`src/rtl/lli_dma_chan.sv`:
```
module lli_dma_chan #(
  parameter int AW = 32,
  parameter int CW = 16,
  parameter int DESC_BYTES = 32
) (
  input  logic          clk,
  input  logic          rst_n,
  input  logic          reg_we,
  input  logic [2:0]    reg_sel,
  input  logic [31:0]   reg_wdata,
  input  logic          kick,
  output logic          mem_req,
  output logic [AW-1:0] mem_addr,
  input  logic          mem_rvalid,
  input  logic [31:0]   mem_rdata,
  output logic          busy,
  output logic          tc_node,
  output logic          tc_chain,
  output logic [CW-1:0] cur_cnt,
  output logic [AW-1:0] cur_ptr,
  output logic [AW-1:0] cur_src,
  output logic [AW-1:0] cur_dst,
  output logic [31:0]   cur_cfg
);
  localparam int ALIGN = $clog2(DESC_BYTES);
  localparam int LAST_WORD = 4;

  typedef enum logic [1:0] {S_IDLE, S_FETCH, S_XFER} st_t;

  st_t           st_q;
  logic [2:0]    widx_q;
  logic [AW-1:0] base_q, ptr_q, src_q, dst_q;
  logic [31:0]   cfg_q;
  logic [CW-1:0] cnt_q;
  logic          tcn_q, tcc_q;

  logic [AW-1:0] beat_bytes, cnt_ext, moved, fetch_off, link_base;
  logic          last_beat, run, cfg_wr;

  assign run        = cfg_q[0];
  assign cfg_wr     = reg_we && (reg_sel == 3'd4);
  assign beat_bytes = (AW'(cfg_q[23:20]) + AW'(1)) << cfg_q[15:12];
  assign cnt_ext    = AW'(cnt_q);
  assign last_beat  = cnt_ext <= beat_bytes;
  assign moved      = last_beat ? cnt_ext : beat_bytes;
  assign fetch_off  = (widx_q == 3'd0) ? '0 : AW'(32'd12 + {27'd0, widx_q, 2'b00});
  assign link_base  = {ptr_q[AW-1:ALIGN], ALIGN'(0)};

  assign mem_req  = (st_q == S_FETCH);
  assign mem_addr = base_q + fetch_off;
  assign busy     = (st_q != S_IDLE) && run;
  assign tc_node  = tcn_q;
  assign tc_chain = tcc_q;
  assign cur_cnt  = cnt_q;
  assign cur_ptr  = ptr_q;
  assign cur_src  = src_q;
  assign cur_dst  = dst_q;
  assign cur_cfg  = cfg_q;

  always_ff @(posedge clk or negedge rst_n) begin
    if (!rst_n) begin
      st_q   <= S_IDLE;
      widx_q <= '0;
      base_q <= '0;
      ptr_q  <= '0;
      src_q  <= '0;
      dst_q  <= '0;
      cfg_q  <= '0;
      cnt_q  <= '0;
      tcn_q  <= 1'b0;
      tcc_q  <= 1'b0;
    end else begin
      tcn_q <= 1'b0;
      tcc_q <= 1'b0;
      unique case (st_q)
        S_IDLE: begin
          if (reg_we) begin
            unique case (reg_sel)
              3'd0: ptr_q <= AW'(reg_wdata);
              3'd1: cnt_q <= reg_wdata[CW-1:0];
              3'd2: src_q <= AW'(reg_wdata);
              3'd3: dst_q <= AW'(reg_wdata);
              3'd4: begin
                cfg_q <= reg_wdata;
                if (reg_wdata[0]) st_q <= S_XFER;
              end
              default: ;
            endcase
          end else if (kick) begin
            base_q   <= link_base;
            widx_q   <= '0;
            cfg_q[0] <= 1'b1;
            st_q     <= S_FETCH;
          end
        end
        S_FETCH: begin
          if (cfg_wr) cfg_q[0] <= reg_wdata[0];
          if (mem_rvalid) begin
            unique case (widx_q)
              3'd0: ptr_q <= AW'(mem_rdata);
              3'd1: cnt_q <= mem_rdata[CW-1:0];
              3'd2: src_q <= AW'(mem_rdata);
              3'd3: dst_q <= AW'(mem_rdata);
              default: cfg_q <= mem_rdata;
            endcase
            if (widx_q == 3'(LAST_WORD)) st_q <= S_XFER;
            else widx_q <= widx_q + 3'd1;
          end
        end
        S_XFER: begin
          if (cfg_wr) cfg_q[0] <= reg_wdata[0];
          if (run) begin
            cnt_q <= last_beat ? '0 : cnt_q - CW'(moved);
            if (cfg_q[31]) src_q <= src_q + moved;
            if (cfg_q[30]) dst_q <= dst_q + moved;
            if (last_beat) begin
              tcn_q <= cfg_q[1];
              if (ptr_q[1]) begin
                base_q <= link_base;
                widx_q <= '0;
                st_q   <= S_FETCH;
              end else begin
                tcc_q <= 1'b1;
                st_q  <= S_IDLE;
              end
            end
          end
        end
        default: st_q <= S_IDLE;
      endcase
    end
  end

  a_r3_req_hold: assert property (@(posedge clk) disable iff (!rst_n)
    mem_req && !mem_rvalid |=> mem_req && $stable(mem_addr));

  a_r4_cnt_down: assert property (@(posedge clk) disable iff (!rst_n)
    (st_q == S_XFER) && $past(st_q == S_XFER) |-> cnt_q <= $past(cnt_q));

  a_r6_chain_idle: assert property (@(posedge clk) disable iff (!rst_n)
    tc_chain |-> !busy && !mem_req);

  a_r7_end_zero: assert property (@(posedge clk) disable iff (!rst_n)
    (tc_node || tc_chain) |-> cur_cnt == '0);

  a_r8_pause_freeze: assert property (@(posedge clk) disable iff (!rst_n)
    (st_q == S_XFER) && !run |=> $stable(cnt_q) && $stable(src_q) && $stable(dst_q));

  a_r10_pulse_single: assert property (@(posedge clk) disable iff (!rst_n)
    tc_node |=> !tc_node);
endmodule

```
`config.mk`:
```
export PLATFORM = sky130hd
export DESIGN_NAME = lli_dma_chan
export DESIGN_NICKNAME = d
export VERILOG_FILES = /design/src/rtl/lli_dma_chan.sv
export SDC_FILE = /design/constraint.sdc
export NUM_CORES = 1
export LEC_CHECK = 0
export BUFFER_PORTS_ARGS = -buffer_cell sky130_fd_sc_hd__buf_4
export CAP_MARGIN = 10
export CORE_ASPECT_RATIO = 1.1
export CORE_MARGIN = 3
export CORE_UTILIZATION = 53
export CTS_CLUSTER_DIAMETER = 200
export CTS_CLUSTER_SIZE = 14
export DETAILED_ROUTE_END_ITERATION = 7
export GPL_TIMING_DRIVEN = 0
export PLACE_DENSITY_LB_ADDON = 0.08
export SLEW_MARGIN = 40
export SYNTH_ARGS = -nofsm -noshare
export SYNTH_HDL_FRONTEND = slang
export SYNTH_SLANG_ARGS = --single-unit
```
`constraint.sdc`:
```
create_clock -name clk -period 13.7 [get_ports clk]
set_clock_uncertainty 0.05 [all_clocks]
set_input_delay 0.685 -clock clk [delete_from_list [all_inputs] [get_ports clk]]
set_output_delay 0.685 -clock clk [all_outputs]
set_load 0.02 [all_outputs]
```
## After elaboration in Yosys (flattened, before gate mapping)

Index checks and enable logic that the tools add are counted.

- Flip-flop bits (word level): 183
- Input port bits: 72
- Output and inout bits: 180

- Add/subtract/negate cells: 7
- Magnitude comparators: 1
- Eq/ne operators: 34
- Shift operators: 1
- Muxes and demuxes: 68
- Reduce and logical (&&, ||, !) cells: 19

Operator list:

| operator | number |
|---|---|
| 32-bit 2-to-1 mux | 25 |
| 32-bit case mux with 3 select lines | 2 |
| 32-bit case mux with 2 select lines | 2 |
| 16-bit 2-to-1 mux | 6 |
| 32-bit adder | 2 |
| 31-bit case mux with 2 select lines | 1 |
| 16-bit case mux with 3 select lines | 1 |
| 32-bit by 6-bit adder with 32-bit output | 1 |
| 16-bit by 32-bit less-or-equal comparator with 1-bit output | 1 |
| 5-bit by 4-bit left shift with 32-bit output | 1 |
| 31-bit 2-to-1 mux | 1 |
| 2-bit != test, second input constant | 11 |
| 3-bit 2-to-1 mux | 7 |
| 7-bit AND reduction | 3 |
| 2-bit by 1-bit != test with 1-bit output, second input constant | 10 |
| 2-bit 2-to-1 mux | 8 |
| 16-bit subtractor | 1 |
| 3-bit by 2-bit == test with 1-bit output, second input constant | 4 |
| 6-bit AND reduction | 2 |
| 1-bit 2-to-1 mux | 11 |
| 5-bit AND reduction | 2 |
| 3-bit != test, second input constant | 3 |
| 3-bit case mux with 3 select lines | 1 |
| 8-bit AND reduction | 1 |
| 17 further kinds | 23 |

## Logic depth before layout (Yosys ltp)

- Depth in word-level cells: 8
- Gate-level depth with buffers: 31

## Worst setup path after synthesis

Ideal clock, no wire load.

- Kind: register to register
- Start: reg cfg_q[20], in the netlist cur_cfg[20]
- End: reg src_q[15], in the netlist cur_src[15]
- Library setup time: 0.110 ns
- Arrival: 5.647 ns
- Required time: 13.540 ns
- Setup slack: 7.893 ns
- Stages on the path, launching flop included: 28
- Buffers on the path: 2
- Period minus slack after synthesis: 5.807 ns
- Cell sequence: dfrtp_1 -> ha_1 -> nand2_1 -> o21ai_0 -> a32o_1 -> mux2i_1 -> mux2i_1 -> nand2_1 -> ha_1 -> nand4_1 -> or2_2 -> o21bai_1 -> a211oi_2 -> a311o_1 -> buf_4 -> clkbuf_1 -> a22o_1 -> ha_1 -> a21o_1 -> a21o_1 -> a2111oi_4 -> o21ai_1 -> a21o_1 -> a21o_1 -> a21o_1 -> a31oi_1 -> xor2_1 -> o41ai_1

- Cells in the longest elaborated chain, start to end: 8

Ends and longest elaborated chain:

| what | line | RTL |
|---|---|---|
| start, declared | 33 | `logic [31:0] cfg_q;` |
| start signal, assigned | 84 | `cfg_q <= reg_wdata;` |
| start signal, assigned | 104 | `default: cfg_q <= mem_rdata;` |
| 4-bit by 1-bit adder with 5-bit output (*) | 42 | `assign beat_bytes = (AW'(cfg_q[23:20]) + AW'(1)) << cfg_q[15:12];` |
| 5-bit by 4-bit left shift with 32-bit output (*) | 42 |  |
| 16-bit by 32-bit less-or-equal comparator with 1-bit output | 44 | `assign last_beat = cnt_ext <= beat_bytes;` |
| 32-bit 2-to-1 mux (*) | 45 | `assign moved = last_beat ? cnt_ext : beat_bytes;` |
| 32-bit adder (*) | 114 | `if (cfg_q[31]) src_q <= src_q + moved;` |
| 32-bit 2-to-1 mux (*) | 114 |  |
| 32-bit 2-to-1 mux (*) | 112 | `if (run) begin` |
| 32-bit case mux with 3 select lines (*) | 75 | `unique case (st_q)` |
| end signal, assigned | 81 | `3'd2: src_q <= AW'(reg_wdata);` |
| end signal, assigned | 102 | `3'd2: src_q <= AW'(mem_rdata);` |
| end signal, assigned | 114 |  |
| end, declared | 32 | `logic [AW-1:0] base_q, ptr_q, src_q, dst_q;` |

Mark *: on every way between the ends. The rest lies on a longest branch, timed or not. The select of a mux whose other input is x is not followed.
A chain may end at the register's enable or synchronous reset.

## Worst setup path in the final report

- Start: reg cfg_q[20], in the netlist cur_cfg[20]
- End: reg dst_q[28], in the netlist cur_dst[28]

- Cells in the longest elaborated chain, start to end: 8

Ends and longest elaborated chain:

| what | line | RTL |
|---|---|---|
| 4-bit by 1-bit adder with 5-bit output (*) | 42 |  |
| 5-bit by 4-bit left shift with 32-bit output (*) | 42 |  |
| 16-bit by 32-bit less-or-equal comparator with 1-bit output | 44 |  |
| 32-bit 2-to-1 mux (*) | 45 |  |
| 32-bit adder (*) | 115 | `if (cfg_q[30]) dst_q <= dst_q + moved;` |
| 32-bit 2-to-1 mux (*) | 115 |  |
| 32-bit 2-to-1 mux (*) | 112 |  |
| 32-bit case mux with 3 select lines (*) | 75 |  |
| end signal, assigned | 82 | `3'd3: dst_q <= AW'(reg_wdata);` |
| end signal, assigned | 103 | `3'd3: dst_q <= AW'(mem_rdata);` |
| end signal, assigned | 115 |  |
| end, declared | 32 |  |

Marked as above.

==> results.sh <==
export IMPL_outcome="complete, no violations"
export IMPL_ant_nets=0
export IMPL_startpoint_type="register"
export IMPL_crit_slowest_cell="dfrtp_1"
export IMPL_n_fill_cell=2091
export IMPL_grt_max_degree=66
export IMPL_cts_hold_buf=0
export IMPL_h_tree_depth=4
export IMPL_tns_ns=0
export IMPL_drc=0
export IMPL_avgSynthCellArea_um2=8.36
export IMPL_synth_edf_count=0
export IMPL_die_y_um=171
export IMPL_min_period_ns=7.41
export IMPL_seqCellArea_um2=4450
export IMPL_vias=13500
export IMPL_gr_usage_all_layers=0.359
export IMPL_globalRouteOverflowTotal=0
export IMPL_dieArea_um2=26700
export IMPL_max_freq_mhz=135
export IMPL_syn2layout_area_growth_pct=22.6
export IMPL_cts_root_buf="clkbuf_16"
export IMPL_synthesis_area_um2=13100
export IMPL_cts_setup_buffers=0
export IMPL_slowest_delay_ns=0.65
export IMPL_critPathArrivalTime_ns=7.65
export IMPL_worstSkewPairLatency_ns=0.44
export IMPL_antenna_cells=0
export IMPL_port_buffers=249
export IMPL_cts_tree="yes"
export IMPL_clkTransAtPathRegs_ns=0.08
export IMPL_yosysSeqAreaShare=0.339
export IMPL_initial_core_util=0.548
export IMPL_cts_resized=0
export IMPL_max_slew_margin=0.395
export IMPL_cts_buffer_depth=2
export IMPL_cts_buffers=17
export IMPL_ys_ff_latch=178
export IMPL_yosysWarnings=0
export IMPL_cts_sinks=178
export IMPL_ys_flop_type="dfrtp_1"
export IMPL_crit_path_end_kind="register"
export IMPL_postRouteWirelength_mm=48.9
export IMPL_rows=59
export IMPL_synthArstFlopShare=1.00
export IMPL_grt_pass1_vias=13000
export IMPL_hold_class="primary input to asynchronous set/reset pin"
export IMPL_drt_iter0_drc=1367
export IMPL_crit_type="register to register"
export IMPL_detailed_place_hpwl_mm=38.8
export IMPL_wl_per_cell_um=22.5
export IMPL_antenna_found_initial=1
export IMPL_rrSetupSlack_ns=6.29
export IMPL_worst_pin_slew_ns=0.898
export IMPL_core_area_um2=24000
export IMPL_synthCells=1573
export IMPL_ys_types=83
export IMPL_worstPathMaxFanout=10
export IMPL_hold_violations=0
export IMPL_drv_slew=0
export IMPL_die_w_um=156
export IMPL_firstDrtPassIters=6
export IMPL_post_route_period_util=0.541
export IMPL_cp_required_ns=13.93
export IMPL_ios=252
export IMPL_vias_per_cell=6.23
export IMPL_gp_congestion=0.988
export IMPL_maxCapViolations=0
export IMPL_grt_first_pass_wirelength_mm=73.5
export IMPL_multi_input_area_um2=8240
export IMPL_drive_above_1_share=0.186
export IMPL_nets=2023
export IMPL_rsz0062_at_grt="false"
export IMPL_finalSetupViolCount=0
==> state kept, by name, indices dropped and copies added, names as in the netlist <==
signal / cells
cur_cnt: 16
cur_cfg: 32
cur_src: 32
cur_dst: 32
tc_chain: 1
tc_node: 1
widx_q: 3
base_q: 27
cur_ptr: 32
st_q: 2
==> critical path: cells and delay by family (launching register included) <==
kind	cells	cell delay [ns]
flip-flops	1	0.65
AO/OA/AOI/OAI	13	2.99
adder cells (fa/ha/maj)	4	1.36
buffers and inverters	3	0.55
XOR/XNOR	1	0.11
AND/OR/NAND/NOR	8	1.52
==> Yosys cell counts, types with 10 or more instances <==
library cell | count | area, um^2
nand2_1 | 197 | 739
a21oi_1 | 190 | 951
dfrtp_1 | 178 | 4450
nor2_1 | 134 | 503
o21ai_0 | 110 | 551
ha_1 | 96 | 1200
clkbuf_1 | 66 | 248
nor2b_1 | 52 | 325
o31ai_1 | 52 | 390
inv_1 | 49 | 184
nand3_1 | 40 | 200
xnor2_1 | 40 | 350
a21o_1 | 36 | 270
xor2_1 | 32 | 280
a31oi_1 | 27 | 169
mux2_4 | 20 | 300
nand2b_1 | 20 | 125
nor3_1 | 18 | 90.1
o22ai_1 | 15 | 93.8
nand4_1 | 13 | 81.3
and3_1 | 12 | 75.1
o21a_1 | 11 | 82.6
o211ai_1 | 10 | 75.1
o21ai_1 | 10 | 50.1
o31a_1 | 10 | 87.6
==> cell type report <==
class	count	share of cell area
multi-input combinational	1277	0.512
timing repair buffer	251	0.120
clock inverter	14	0.0101
tap	305	0.0237
inverter	50	0.0117
sequential	178	0.277
clock buffer	18	0.0266
buffer	77	0.0199
==> stage by stage <==
stage | instances | cell area (um^2) | util | setup slack (ns) | hold slack (ns)
3_3_place_gp | 2136 | 15400 | 0.643 | 6.63 | 0.423
4_1_cts | 2170 | 16100 | 0.671 | 6.54 | 0.151
6_report | 2170 | 16100 | 0.671 | 6.29 | 0.123
5_1_grt | 2170 | 16100 | 0.671 | 5.91 | 0.163
3_5_place_dp | 2138 | 15500 | 0.646 | 6.56 | 0.433
2_1_floorplan | 1582 | 13200 | - | 7.89 | 0.339
==> cells in the final DEF (no fill, tap or decap), drive strengths merged, types with 20 or more instances in the layout <==
| cell type | instances |
|---|---|
| buf | 262 |
| nand2 | 199 |
| a21oi | 192 |
| dfrtp | 178 |
| nor2 | 135 |
| o21ai | 122 |
| ha | 96 |
| clkbuf | 84 |
| inv | 56 |
| o31ai | 55 |
| nor2b | 52 |
| nand3 | 42 |
| xnor2 | 41 |
| a21o | 36 |
| xor2 | 32 |
| mux2 | 28 |
| a31oi | 27 |
| nand2b | 20 |
==> logic make-up after synthesis <==
kind of cell	synth area share
adders and majority gates	0.0960
muxes	0.0350
AOI/OAI and AO/OA	0.259
buffers and inverters	0.0386
and+or+nand+nor	0.182
other	0.000285
DFF	0.339
xor gates and xnor gates	0.0492
==> per-layer routing <==
layer  global-route usage  vias to the layer above  share of wire
li1                     -                     6202              -
met1                0.481                     6479           0.41
met2                0.558                      687           0.45
met3               0.0602                      155          0.081
met4                0.190                        0          0.061
met5                    0                        -              0
==> path summary, 6_finish.rpt <==
kind / cells after the start / to / from
worst max-delay path: 29 / cur_dst[28] / cur_cfg[20]
worst min-delay path: 1 / cur_dst[21] / rst_n
worst max register to register: 29 / cur_dst[28] / cur_cfg[20]
worst min register to register: 2 / cur_ptr[4] / cur_ptr[4]
max in group asynchronous: 2 / cur_dst[4] / rst_n
min in group clk: 2 / cur_ptr[4] / cur_ptr[4]
Power is not shown: default switching activity piles up to over one toggle a cycle in this logic, so the estimate is an artifact.
